$ cat src/rtl/spinor_pkg.sv
package spinor_pkg;
  localparam logic [7:0] OP_STATUS  = 8'h05;
  localparam logic [7:0] OP_WDIS    = 8'h04;
  localparam logic [7:0] OP_RD_SLOW = 8'h03;
  localparam logic [7:0] OP_RD_FAST = 8'h0B;
  localparam logic [7:0] FILLER     = 8'hA5;

  localparam int SR_BUSY_BIT = 0;
  localparam int SR_GUARD_LO = 1;
  localparam int SR_GUARD_HI = 5;

  localparam int ADDR_W = 24;

  typedef enum logic [1:0] {FR_POLL, FR_WDIS, FR_READ} frame_e;
  typedef enum logic [1:0] {ST_IDLE, ST_GAP, ST_XFER, ST_HOLD} seq_state_e;
endpackage

$ cat src/rtl/spinor_shifter.sv
module spinor_shifter #(
  parameter int CLK_DIV = 2
) (
  input  logic       clk,
  input  logic       rst,
  input  logic       go,
  input  logic [7:0] tx,
  output logic       done,
  output logic [7:0] rx,
  output logic       sck,
  output logic       mosi,
  input  logic       miso
);
  localparam int DW = (CLK_DIV > 1) ? $clog2(CLK_DIV) : 1;
  localparam logic [DW-1:0] DLAST = DW'(CLK_DIV - 1);

  logic [DW-1:0] dcnt;
  logic [2:0]    bcnt;
  logic [7:0]    sh;
  logic          act;
  logic          tick;

  assign tick = act && (dcnt == DLAST);

  // Mode 0: MOSI set while SCK low, MISO taken on the rising edge,
  // next bit shifted on the falling edge.
  always_ff @(posedge clk) begin
    if (rst) begin
      dcnt <= '0;
      bcnt <= '0;
      sh   <= '0;
      act  <= 1'b0;
      sck  <= 1'b0;
      mosi <= 1'b0;
      done <= 1'b0;
      rx   <= '0;
    end else begin
      done <= 1'b0;
      if (go && !act) begin
        act  <= 1'b1;
        dcnt <= '0;
        bcnt <= '0;
        sh   <= tx;
        mosi <= tx[7];
        sck  <= 1'b0;
      end else if (act) begin
        if (tick) begin
          dcnt <= '0;
          if (!sck) begin
            sck <= 1'b1;
            rx  <= {rx[6:0], miso};
          end else begin
            sck <= 1'b0;
            if (bcnt == 3'd7) begin
              act  <= 1'b0;
              done <= 1'b1;
            end else begin
              bcnt <= bcnt + 3'd1;
              sh   <= {sh[6:0], 1'b0};
              mosi <= sh[6];
            end
          end
        end else begin
          dcnt <= dcnt + DW'(1);
        end
      end
    end
  end
endmodule

$ cat src/rtl/spinor_stat_dec.sv
module spinor_stat_dec
  import spinor_pkg::*;
(
  input  logic [7:0] status,
  output logic       busy,
  output logic       fault
);
  assign busy  = status[SR_BUSY_BIT];
  assign fault = |status[SR_GUARD_HI:SR_GUARD_LO];
endmodule

$ cat src/rtl/spinor_seq.sv
module spinor_seq
  import spinor_pkg::*;
#(
  parameter int CLK_DIV   = 2,
  parameter int CS_GAP    = 2,
  parameter bit FAST_READ = 1'b1,
  parameter int CNT_W     = 24
) (
  input  logic              clk,
  input  logic              rst,
  input  logic              req_valid,
  output logic              req_ready,
  input  logic [ADDR_W-1:0] req_addr,
  input  logic [CNT_W-1:0]  req_len_m1,
  output logic [7:0]        rd_data,
  output logic              rd_valid,
  input  logic              rd_ready,
  output logic              prot_err,
  output logic              cs_n,
  output logic              x_go,
  output logic [7:0]        x_tx,
  input  logic              x_done,
  input  logic [7:0]        x_rx,
  input  logic              st_busy,
  input  logic              st_fault
);
  localparam int HDR       = FAST_READ ? 5 : 4;
  localparam int GAP_CYC   = CS_GAP * 2 * CLK_DIV;
  localparam int GW        = $clog2(GAP_CYC + 1);
  localparam logic [7:0] RD_OP = FAST_READ ? OP_RD_FAST : OP_RD_SLOW;
  localparam logic [2:0] HDR_IDX = 3'(HDR);

  seq_state_e        state;
  frame_e            frame;
  logic [2:0]        idx;
  logic [2:0]        idx_inc;
  logic [ADDR_W-1:0] addr_q;
  logic [CNT_W-1:0]  left_q;
  logic [GW-1:0]     gcnt;

  function automatic logic [7:0] byte_for(frame_e f, logic [2:0] i,
                                          logic [ADDR_W-1:0] a);
    case (f)
      FR_POLL: return (i == 3'd0) ? OP_STATUS : FILLER;
      FR_WDIS: return OP_WDIS;
      default: begin
        case (i)
          3'd0:    return RD_OP;
          3'd1:    return a[23:16];
          3'd2:    return a[15:8];
          3'd3:    return a[7:0];
          default: return FILLER;
        endcase
      end
    endcase
  endfunction

  assign idx_inc = (idx == HDR_IDX) ? idx : idx + 3'd1;

  always_ff @(posedge clk) begin
    if (rst) begin
      state     <= ST_IDLE;
      frame     <= FR_POLL;
      idx       <= '0;
      addr_q    <= '0;
      left_q    <= '0;
      gcnt      <= '0;
      req_ready <= 1'b1;
      rd_data   <= '0;
      rd_valid  <= 1'b0;
      prot_err  <= 1'b0;
      cs_n      <= 1'b1;
      x_go      <= 1'b0;
      x_tx      <= '0;
    end else begin
      x_go <= 1'b0;
      case (state)
        ST_IDLE: begin
          if (req_valid) begin
            addr_q    <= req_addr;
            left_q    <= req_len_m1;
            req_ready <= 1'b0;
            prot_err  <= 1'b0;
            frame     <= FR_POLL;
            gcnt      <= '0;
            state     <= ST_GAP;
          end
        end
        ST_GAP: begin
          if (gcnt == GW'(GAP_CYC - 1)) begin
            cs_n  <= 1'b0;
            idx   <= '0;
            x_tx  <= byte_for(frame, 3'd0, addr_q);
            x_go  <= 1'b1;
            state <= ST_XFER;
          end else begin
            gcnt <= gcnt + GW'(1);
          end
        end
        ST_XFER: begin
          if (x_done) begin
            case (frame)
              FR_POLL: begin
                if (idx == 3'd0 || st_busy) begin
                  idx  <= idx_inc;
                  x_tx <= byte_for(frame, idx_inc, addr_q);
                  x_go <= 1'b1;
                end else begin
                  prot_err <= st_fault;
                  cs_n     <= 1'b1;
                  frame    <= FR_WDIS;
                  gcnt     <= '0;
                  state    <= ST_GAP;
                end
              end
              FR_WDIS: begin
                cs_n  <= 1'b1;
                frame <= FR_READ;
                gcnt  <= '0;
                state <= ST_GAP;
              end
              default: begin
                if (idx != HDR_IDX) begin
                  idx  <= idx_inc;
                  x_tx <= byte_for(frame, idx_inc, addr_q);
                  x_go <= 1'b1;
                end else begin
                  rd_data  <= x_rx;
                  rd_valid <= 1'b1;
                  state    <= ST_HOLD;
                end
              end
            endcase
          end
        end
        default: begin
          if (rd_ready) begin
            rd_valid <= 1'b0;
            if (left_q == '0) begin
              cs_n      <= 1'b1;
              req_ready <= 1'b1;
              state     <= ST_IDLE;
            end else begin
              left_q <= left_q - CNT_W'(1);
              x_tx   <= FILLER;
              x_go   <= 1'b1;
              state  <= ST_XFER;
            end
          end
        end
      endcase
    end
  end
endmodule

$ cat src/rtl/spinor_read_top.sv
module spinor_read_top #(
  parameter int CLK_DIV   = 2,
  parameter int CS_GAP    = 2,
  parameter bit FAST_READ = 1'b1,
  parameter int CNT_W     = 24
) (
  input  logic             clk,
  input  logic             rst,
  input  logic             req_valid,
  output logic             req_ready,
  input  logic [23:0]      req_addr,
  input  logic [CNT_W-1:0] req_len_m1,
  output logic [7:0]       rd_data,
  output logic             rd_valid,
  input  logic             rd_ready,
  output logic             prot_err,
  output logic             spi_cs_n,
  output logic             spi_sck,
  output logic             spi_mosi,
  input  logic             spi_miso
);
  logic       x_go;
  logic       x_done;
  logic [7:0] x_tx;
  logic [7:0] x_rx;
  logic       st_busy;
  logic       st_fault;

  spinor_shifter #(.CLK_DIV(CLK_DIV)) u_shift (
    .clk(clk), .rst(rst), .go(x_go), .tx(x_tx), .done(x_done), .rx(x_rx),
    .sck(spi_sck), .mosi(spi_mosi), .miso(spi_miso)
  );

  spinor_stat_dec u_dec (
    .status(x_rx), .busy(st_busy), .fault(st_fault)
  );

  spinor_seq #(
    .CLK_DIV(CLK_DIV), .CS_GAP(CS_GAP), .FAST_READ(FAST_READ), .CNT_W(CNT_W)
  ) u_seq (
    .clk(clk), .rst(rst),
    .req_valid(req_valid), .req_ready(req_ready),
    .req_addr(req_addr), .req_len_m1(req_len_m1),
    .rd_data(rd_data), .rd_valid(rd_valid), .rd_ready(rd_ready),
    .prot_err(prot_err), .cs_n(spi_cs_n),
    .x_go(x_go), .x_tx(x_tx), .x_done(x_done), .x_rx(x_rx),
    .st_busy(st_busy), .st_fault(st_fault)
  );
endmodule

$ cat config.mk
export PLATFORM = sky130hd
export DESIGN_NAME = spinor_read_top
export DESIGN_NICKNAME = d
export VERILOG_FILES = /design/src/rtl/spinor_pkg.sv /design/src/rtl/spinor_shifter.sv /design/src/rtl/spinor_stat_dec.sv /design/src/rtl/spinor_seq.sv /design/src/rtl/spinor_read_top.sv
export SDC_FILE = /design/constraint.sdc
export NUM_CORES = 1
export LEC_CHECK = 0
export ABC_AREA = 1
export BUFFER_PORTS_ARGS = -buffer_cell sky130_fd_sc_hd__buf_2
export CORE_ASPECT_RATIO = 1.25
export CORE_UTILIZATION = 60
export CTS_BUF_LIST = sky130_fd_sc_hd__clkbuf_8 sky130_fd_sc_hd__clkbuf_16
export CTS_CLUSTER_SIZE = 20
export DETAILED_ROUTE_END_ITERATION = 16
export PLACE_DENSITY = 0.82
export SETUP_SLACK_MARGIN = 0.4
export SLEW_MARGIN = 20
export SYNTH_ARGS = -nofsm -noshare
export SYNTH_HDL_FRONTEND = slang
export SYNTH_SLANG_ARGS = --single-unit
$ cat constraint.sdc
create_clock -name clk -period 3.63 [get_ports clk]
set_clock_uncertainty 0.1 [all_clocks]
set_input_delay 0.363 -clock clk [delete_from_list [all_inputs] [get_ports clk]]
set_output_delay 0.363 -clock clk [all_outputs]
set_load 0.02 [all_outputs]
# Word-level counts from Yosys, hierarchy flattened
# Index checks and enable logic that the tools add are counted.
[word_totals]
regBits = 103
output_inout_bits = 14
[op_classes]
add_sub_neg = 5
n_eq_ne = 27
muxes = 85
n_bitwise = 10
reduce_logical = 43
[op_table]
columns = ["operator", "n"]
rows = [
  ["$mux 24", 3],
  ["$mux 8", 7],
  ["$pmux 24 s2", 1],
  ["$mux 7", 5],
  ["$mux 1", 32],
  ["$pmux 8 s4", 1],
  ["$logic_not 24->1", 1],
  ["$pmux 8 s3", 1],
  ["$reduce_and 4->1", 6],
  ["$sub 24x1->24 const B", 1],
  ["$mux 2", 9],
  ["$ne 2x2->1 const B", 9],
  ["$reduce_and 6->1", 3],
  ["$mux 4", 4],
  ["$pmux 4 s2", 2],
  ["$pmux 8 s2", 1],
  ["$reduce_bool 2->1", 8],
  ["$mux 3", 5],
  ["$reduce_and 5->1", 3],
  ["$ne 3x3->1 const B", 4],
  ["$pmux 2 s2", 3],
  ["$pmux 3 s2", 2],
  ["$pmux 4 s3", 1],
  ["$not 1->1", 10],
  ["27 further kinds", 48],
]

# Longest topological paths before layout
# Gate-level depths: netlist of run 1.
[logic_depth]
depth_word = 8
depth_mapped = 14
ltp_nobuf = 14

# Hierarchy
# Synthesis of run 1 repeated with hierarchy kept, for this count alone.
[unflattened]
hier_cells = 814
area_unflattened_um2 = 5541.6
[by_module_without_submodules]
columns = ["mod", "n_inst", "cells_each", "area_per_inst_um2", "seq_area_each_um2"]
rows = [
  ["spinor_seq", 1, 675, 4504.3, 1601.5],
  ["spinor_shifter", 1, 134, 1013.5, 460.4],
  ["spinor_stat_dec", 1, 5, 23.8, 0.0],
]

# Worst setup path before layout of run 1
# OpenSTA, ideal clock, no wires.
[synth_path]
kind = "register -> register"
from = "register u_seq.state[0]"
to = "register u_seq.gcnt[3]"
arrival_ps = 1637
required_time_ps = 3408
setup_slack_ps = 1771
stages_incl_launch_ff = 10
n_path_buf = 1
synth_period_minus_slack_ps = 1859
cell_sequence = "dfxtp_1 inv_1 ha_1 buf_2 inv_1 o22ai_1 nor3_1 nand2_2 o21ai_2 nor3b_2"
[synth_between]
elab_chain_len = 3
[synth_rtl]
columns = ["element", "line", "rtl"]
rows = [
  ["from (decl)", "spinor_seq.sv:33", "seq_state_e state;"],
  ["from (signal assigned)", "spinor_seq.sv:62", "state <= ST_IDLE;"],
  ["from (signal assigned)", "spinor_seq.sv:86", "state <= ST_GAP;"],
  ["from (signal assigned)", "spinor_seq.sv:95", "state <= ST_XFER;"],
  ["$eq 2x2->1, or another cell as far along", "spinor_seq.sv:77", "case (state)"],
  ["$ne 3x3->1 (no line), or another cell as far along", "n/a", ""],
  ["$reduce_and 6->1 (no line)", "n/a", ""],
  ["to (signal assigned)", "spinor_seq.sv:97", "gcnt <= gcnt + GW'(1);"],
  ["to (decl)", "spinor_seq.sv:39", "logic [GW-1:0] gcnt;"],
]
# Parallel ways exist; a longest one is shown, timed or not.
# A chain may end at the register's enable or synchronous reset.

# Worst setup path after layout of run 1
[layout_path]
from = "register u_seq.state[0]"
to = "register u_seq.gcnt[0]"
# The elaborated chain is that of the path after synthesis.

==> impl_results.md, run 1 <==
* DR DRC count at 0
* Ratio of cells with drive above 1 in the final layout at between 10 and 15%
* Worst vdd ir at 0.367 mV
* Synth Register Bits at 103
* Grt ovf at 0
* F_max at 396 MHz
* Worst-Margin Slew at roughly 0.8 ns
* Commonest non-fill, non-tap cell in the layout: nand2_1
* Mapped Cells at between 800 and 900
* Setup TNS at 0 ns
* Max Fanout on Critical Path at 23
* Avg Cell Area, Syn at roughly 6.7 sq um
* Most frequent cells in the layout: nand2_1, nor2_1, dfxtp_1
* Area of the die at 9680 sq um
* Area leader, netlist: dfxtp_1
* Clk Latency, worst-skew pair at 0.39 ns
* Vias in the first global route at about 5.2k
* Maxcap violations at 0
* Yosys top cell area share at between 30 and 40%
* Worst Path Required at between 3 and 4 ns
* Area after DPL at 5930 sq um
* Status: finished, final reports clean
* Final Routed Wirelength at about 13000 microns
* Synth area leaders: dfxtp_1, nand2_1, nor2_1
* CP arrival at between 2 and 3 ns
* EDFF count, synth at 0
* Largest net degree at the start of global routing at between 50 and 60
* Row cnt at 38
* PwrDens at slightly below 900 nW/um^2
* Fin nets at roughly 950
* Fin crit share at 69.5%
* Die Width at between 80 and 90 microns
* Final Instance Count excl. Fillers at a little over 1k
* Placed instance count at about 1000
* Leakage at 2.79 nW
* CTS tree: done
* Vias per cell at ~5.5
* Initial Util at a little over three fifths
* Final instance area at about 6100 sq um
* Clock buffer depth at 2
* Primary FF master, synth: dfxtp_1
* Synthesized Nets at ~900
* Hold Crit Class: in2reg
* Global-route wire length before repair at approximately 22000 microns
* # port buffers at between 60 and 70
* Final Hold Viols at 0
* Hold buffers post-CTS at 0
* I/O pins at between 60 and 70
* H-tree levels at 3
* Starting DRT DRC Count at ~270
* Initial antenna violation count at 0
* RSZ-0062 raised after global routing: false
* Total CTS buffers at 9
* Startpoint Class: register
* Number of gates resized after CTS at 0
* Sink Count at ~100
* Core area at 8840 sq um
* DR WL/cell at between 10 and 15 microns
* Gr usage total at about 29%
* Distinct cells, synth at 46
* Relative slew slack at between 40% and 50%
* Antenna Cells at 0
* Sequential-to-total area share from yosys stat at 37.0%
* Post-CTS Setup Repair Bufs at 0
* Final ANT Viol Nets at 0
* CP Capture Type: register
* CTS clk-pin slew, worst paths at 0.11 ns
* Die H at approximately 110 microns
* Final worst path period need at between 2 and 3 ns
* Root buf cell: clkbuf_8
* Vias at ~5.5k
* Slew Limit Fails at 0
* RePlAce Congestion at approximately 0.94
* Drt pass-1 iters at 5
* Area growth syn-to-layout at 10.3%
* Flop-to-flop setup slack at about 1.1 ns
* Setup CP Type: reg2reg
* Dpl hpwl at a little under 10000 microns
* Async SR Flop Fraction at 0%
* Mapped cell area at between 5000 and 6000 sq um
* Synth warnings at 0
* Setup violators final at 0
[final timing paths]
kind | startpoint | to | cells after the start
worst max register to register | u_seq.state[0]$_SDFFE_PP0P_ | u_seq.gcnt[0]$_SDFFE_PP0P_ | 9
worst min register to register | u_shift.sh[0]$_SDFFE_PP0P_ | u_shift.sh[0]$_SDFFE_PP0P_ | 2
worst max-delay path | u_seq.state[0]$_SDFFE_PP0P_ | u_seq.gcnt[0]$_SDFFE_PP0P_ | 9
worst min-delay path | req_addr[5] | u_seq.addr_q[5]$_SDFFE_PP0P_ | 3
[flip-flops by register name, summed over array words and instances, names as in the netlist, 2 cells and up]
register	cells
u_seq.addr_q	24
u_seq.left_q	24
u_seq.rd_data	8
u_seq.x_tx	8
u_shift.rx	8
u_shift.sh	7
u_seq.gcnt	4
u_seq.idx	3
u_shift.bcnt	3
u_seq.frame	2
u_seq.state	2
[synth_stat cells (3+ instances only)]
cell	instances
nand2_1	190
inv_2	5
buf_2	10
nand2_4	5
inv_1	64
o21bai_1	4
a211oi_1	3
nand4_1	13
clkbuf_1	17
nor2_1	158
xnor2_1	4
a21oi_1	52
xor2_1	3
nand3_1	54
nor3_2	3
o21ai_1	4
or2_2	3
nor2_4	5
nor3_1	7
a311oi_1	5
nor2_2	12
nand2_2	4
o21ai_0	69
dfxtp_1	103
ha_1	13
[per-stage QoR]
step | utilization [%] | hold WS [ns] | power [mW] | worst slack [ns]
CTS | 69.5 | 0.109 | 5.38 | 1.11
finish | 69.5 | 0.117 | 5.39 | 1.11
detailed placement | 67.1 | 0.353 | 4.61 | 1.12
global placement | 67.1 | 0.352 | 4.51 | 1.23
global route | 69.5 | 0.124 | 5.86 | 0.840
floorplan | - | 0.341 | 4.04 | 1.77
[cell type report]
| cell class | instances | area [sq um] |
|---|---|---|
| timing repair buffer | 70 | 360 |
| inverter | 70 | 263 |
| clock inverter | 7 | 91.3 |
| clock buffer | 9 | 124 |
| fill | 819 | 2700 |
| multi-input combinational | 633 | 3100 |
| sequential | 103 | 2060 |
| tap | 120 | 150 |
[where the power goes]
group	total, mW	internal, mW	switching [mW]
combinational	3.00	0.969	2.03
clock	0.756	0.283	0.473
sequential	1.63	1.39	0.236
[critical path, stage by stage (launching register included)]
cell	delay, ns
dfxtp_1	0.42
inv_1	0.08
ha_1	0.21
inv_1	0.18
buf_4	0.33
o22ai_1	0.17
nor3_1	0.43
nand2_2	0.18
o21ai_2	0.25
nor2_1	0.08
[logic make-up (layout without fill, tap and decap cells)]
group | Yosys count | in the layout | synth area share (%)
AOI/OAI and AO/OA | 149 | 149 | 14.8
and+or+nand+nor | 464 | 464 | 36.8
buffers and inverters | 102 | 156 | 7.43
xor gates and xnor gates | 7 | 7 | 1.10
DFF | 103 | 103 | 37.0
adders and majority gates | 13 | 13 | 2.92
[per-layer routing]
layer,wire length (microns),vias to the layer above,track usage [%],part of all wire [%]
met5,0,-,0,0
met4,522,0,17.3,4.0
met3,624,47,4.35,4.7
met2,6700,188,53.0,51
met1,5330,2494,30.8,40
li1,-,2814,-,-
Note: power is estimated with default switching activity, not from simulation.
==> run 2: changes to the inputs <==
Settings changed: ABC_AREA 1 to 0, CORE_UTILIZATION 60 to 58, PLACE_DENSITY 0.82 to 0.8.
Clock period 3.63 ns to 2.55 ns, I/O delays scaled along.
==> impl_results.md, run 2 <==
* Status: finished, final reports clean
* Crit-path max cell delay at approximately 0.36 ns
* Sw frac at between 40% and 50%
* Synth area leaders: dfxtp_1, nand2_1, a21oi_1
* Sequential-to-total area share from yosys stat at about two fifths
* Core area at 9080 sq um
* RePlAce Congestion at approximately 0.97
* Primary FF master, synth: dfxtp_1
* Worst path cell trace: inv_4 -> ha_4 -> nor4b_4 -> nand2_1 -> o41ai_4 -> buf_4 -> buf_6 -> or2b_1 -> o311a_1
* Final ANT Viol Nets at 0
* Dpl hpwl at between 10000 and 15000 microns
* Starting DRT DRC Count at roughly 420
* Hold Crit Class: in2reg
* Final Routed Wirelength at between 10000 and 15000 microns
* Synthesized Nets at between 700 and 800
* Worst Path Required at around 2.7 ns
* Largest net degree at the start of global routing at around 50
* Synth warnings at 0
* EDFF count, synth at 0
* CTS tree: done
* Worst vdd ir at just over 0.6 mV
* Commonest cells post-synth: dfxtp_1, nand2_1, a21oi_1
* Most frequent cells in the layout: nand2_1, dfxtp_1, a21oi_1
* Maxcap violations at 0
* Root buf cell: clkbuf_16
* Vias in the first global route at 5120
* CP arrival at 2.31 ns
* Total CTS buffers at 9
* Mapped cell area at 5400 sq um
* Synth Register Bits at between 100 and 150
* Die Width at approximately 88 microns
* # port buffers at 66
* Total Power at 7.96 mW
* Most frequent cell after synthesis: dfxtp_1
* Yosys top cell area share at 38.2%
* I/O pins at 67
* DR DRC count at 0
* Clk Latency, worst-skew pair at 0.35 ns
* PwrDens at between 1000 and 1500 nW/um^2
* Area of the die at 9690 sq um
* CTS clk-pin slew, worst paths at about 0.07 ns
* Vias at 5400
* Hold buffers post-CTS at 0
* Mapped Cells at roughly 670
* Pre-CTS WS at 0.246 ns
* Vias per cell at between 6 and 7
* Switch Pwr at between 3 and 4 mW
* Row cnt at 39
* Relative slew slack at about three fifths
* Clock power frac at between 10% and 20%
* Sink Count at ~100
* Leakage at ~2.7 nW
* Setup ws final at about 0.37 ns
* Max Fanout on Critical Path at 6
* RSZ-0062 raised after global routing: true
* Global-route wire length before repair at 23600 microns
* DR WL/cell at roughly 17 microns
* Fin crit share at between 80% and 90%
* Gr usage total at 31.0%
* Final worst path period need at about 2.2 ns
* Startpoint Class: register
* Commonest non-fill, non-tap cell in the layout: nand2_1
* Slew Limit Fails at 0
* Initial Util at roughly three fifths
* CP Capture Type: register
* Reg power frac at 28.6%
* Slowest cell on the critical path: dfxtp_4
* Worst-Margin Slew at ~0.61 ns
* Clock buffer depth at 2
* Internal at 4.61 mW
* F_max at 460 MHz
* Grt ovf at 0
* Distinct cells, synth at 68
* Setup CP Type: reg2reg
* Setup TNS at 0 ns
* Area growth syn-to-layout at 22.2%
* Die H at 110 microns
* Largest regs: u_seq.addr_q (24), u_seq.left_q (24)
* Final Hold Viols at 0
* Area leader, netlist: dfxtp_1
* Ratio of cells with drive above 1 in the final layout at between 20 and 30%
* Fin nets at roughly 800
* Avg Cell Area, Syn at 8.10 sq um
* Drt pass-1 iters at 5
* Power share of the combinational group at between 50% and 60%
* Setup violators final at 0
* Initial antenna violation count at 0
* Antenna Cells at 0
* Async SR Flop Fraction at 0%
* H-tree levels at 3
[run 2: cell types whose count changed in the layout (fill, tap and decap cells not counted), sizes merged, moves of 18 or more]
cell	delta
inv	-52
a21oi	+18
nand3	-45
o21ai	-51
nor2	-126
mux2i	+26
nand2	-100
buf	+44
nor3	+18
[run 2: path summary, 6_finish.rpt]
path                                                   start                            end  slack (ns)  cells past startpoint
worst min-delay path                          req_len_m1[21]  u_seq.left_q[21]$_SDFFE_PP0P_        0.03                      3
worst min register to register  u_seq.addr_q[4]$_SDFFE_PP0P_   u_seq.addr_q[4]$_SDFFE_PP0P_        0.36                      2
worst max register to register  u_seq.left_q[1]$_SDFFE_PP0P_  u_seq.left_q[14]$_SDFFE_PP0P_        0.37                      9
worst max-delay path            u_seq.left_q[1]$_SDFFE_PP0P_  u_seq.left_q[14]$_SDFFE_PP0P_        0.37                      9
[run 2: area by class of cell]
class                   count  area, sq um
clock buffers               9          225
clock inverters             7         95.1
fillers                   736         2480
inverters                  20         80.1
multi-input cells         498         3240
flip-flops and latches    103         2090
well taps                 123          154
repair buffers            114          707
[run 2: metrics by stage]
stage / area (sq um) / hold WS (ns) / util, % / instances
after global routing: 6590 / 0.0505 / 72.6 / 874
after global placement: 5980 / 0.344 / 65.8 / 844
after CTS: 6370 / 0.0343 / 70.2 / 862
final: 6590 / 0.0265 / 72.6 / 874
after floorplan: 5450 / 0.279 / - / 666
after detailed placement: 5980 / 0.347 / 65.8 / 844
[run 2: cell families (layout without fill, tap and decap cells)]
kind of cell | after synthesis | in the layout | synth area share, %
and+or+nand+nor | 269 | 269 | 25.3
buffers and inverters | 65 | 150 | 5.03
muxes | 28 | 28 | 5.24
AOI/OAI and AO/OA | 185 | 185 | 22.7
DFF | 103 | 103 | 38.2
adders and majority gates | 13 | 13 | 3.01
xor gates and xnor gates | 3 | 3 | 0.487
[run 2: metal layers]
layer  track usage [%]  wire, microns  share of wire, %
met4              16.1            627               4.2
met1              35.6           5820                39
met5                 0              0                 0
met2              54.3           7470                50
met3              5.56            899               6.1
[run 2: power groups by stage]
stage / combinational, mW / sequential, mW / clock, mW
after floorplan: 2.59 / 2.17 / 0
after global placement: 3.41 / 2.21 / 0
after detailed placement: 3.49 / 2.23 / 0
after CTS: 3.75 / 2.22 / 1.50
after global routing: 4.49 / 2.30 / 1.57
final: 4.19 / 2.27 / 1.49
[run 2: what timing repair did]
item	in CTS	in global routing
buffers inserted	2	10
pin swaps	2	20
gates cloned	0	2
setup endpoints to repair	28	38
resized for setup	19	46
[run 2: critical path: cells and delay by family (launching register included)]
kind                       cells  cell delay [ns]
and+or+nand+nor                3             0.64
buffers and inverters          3             0.39
AOI/OAI and AO/OA              2             0.45
DFF                            1             0.36
adders and majority gates      1             0.12
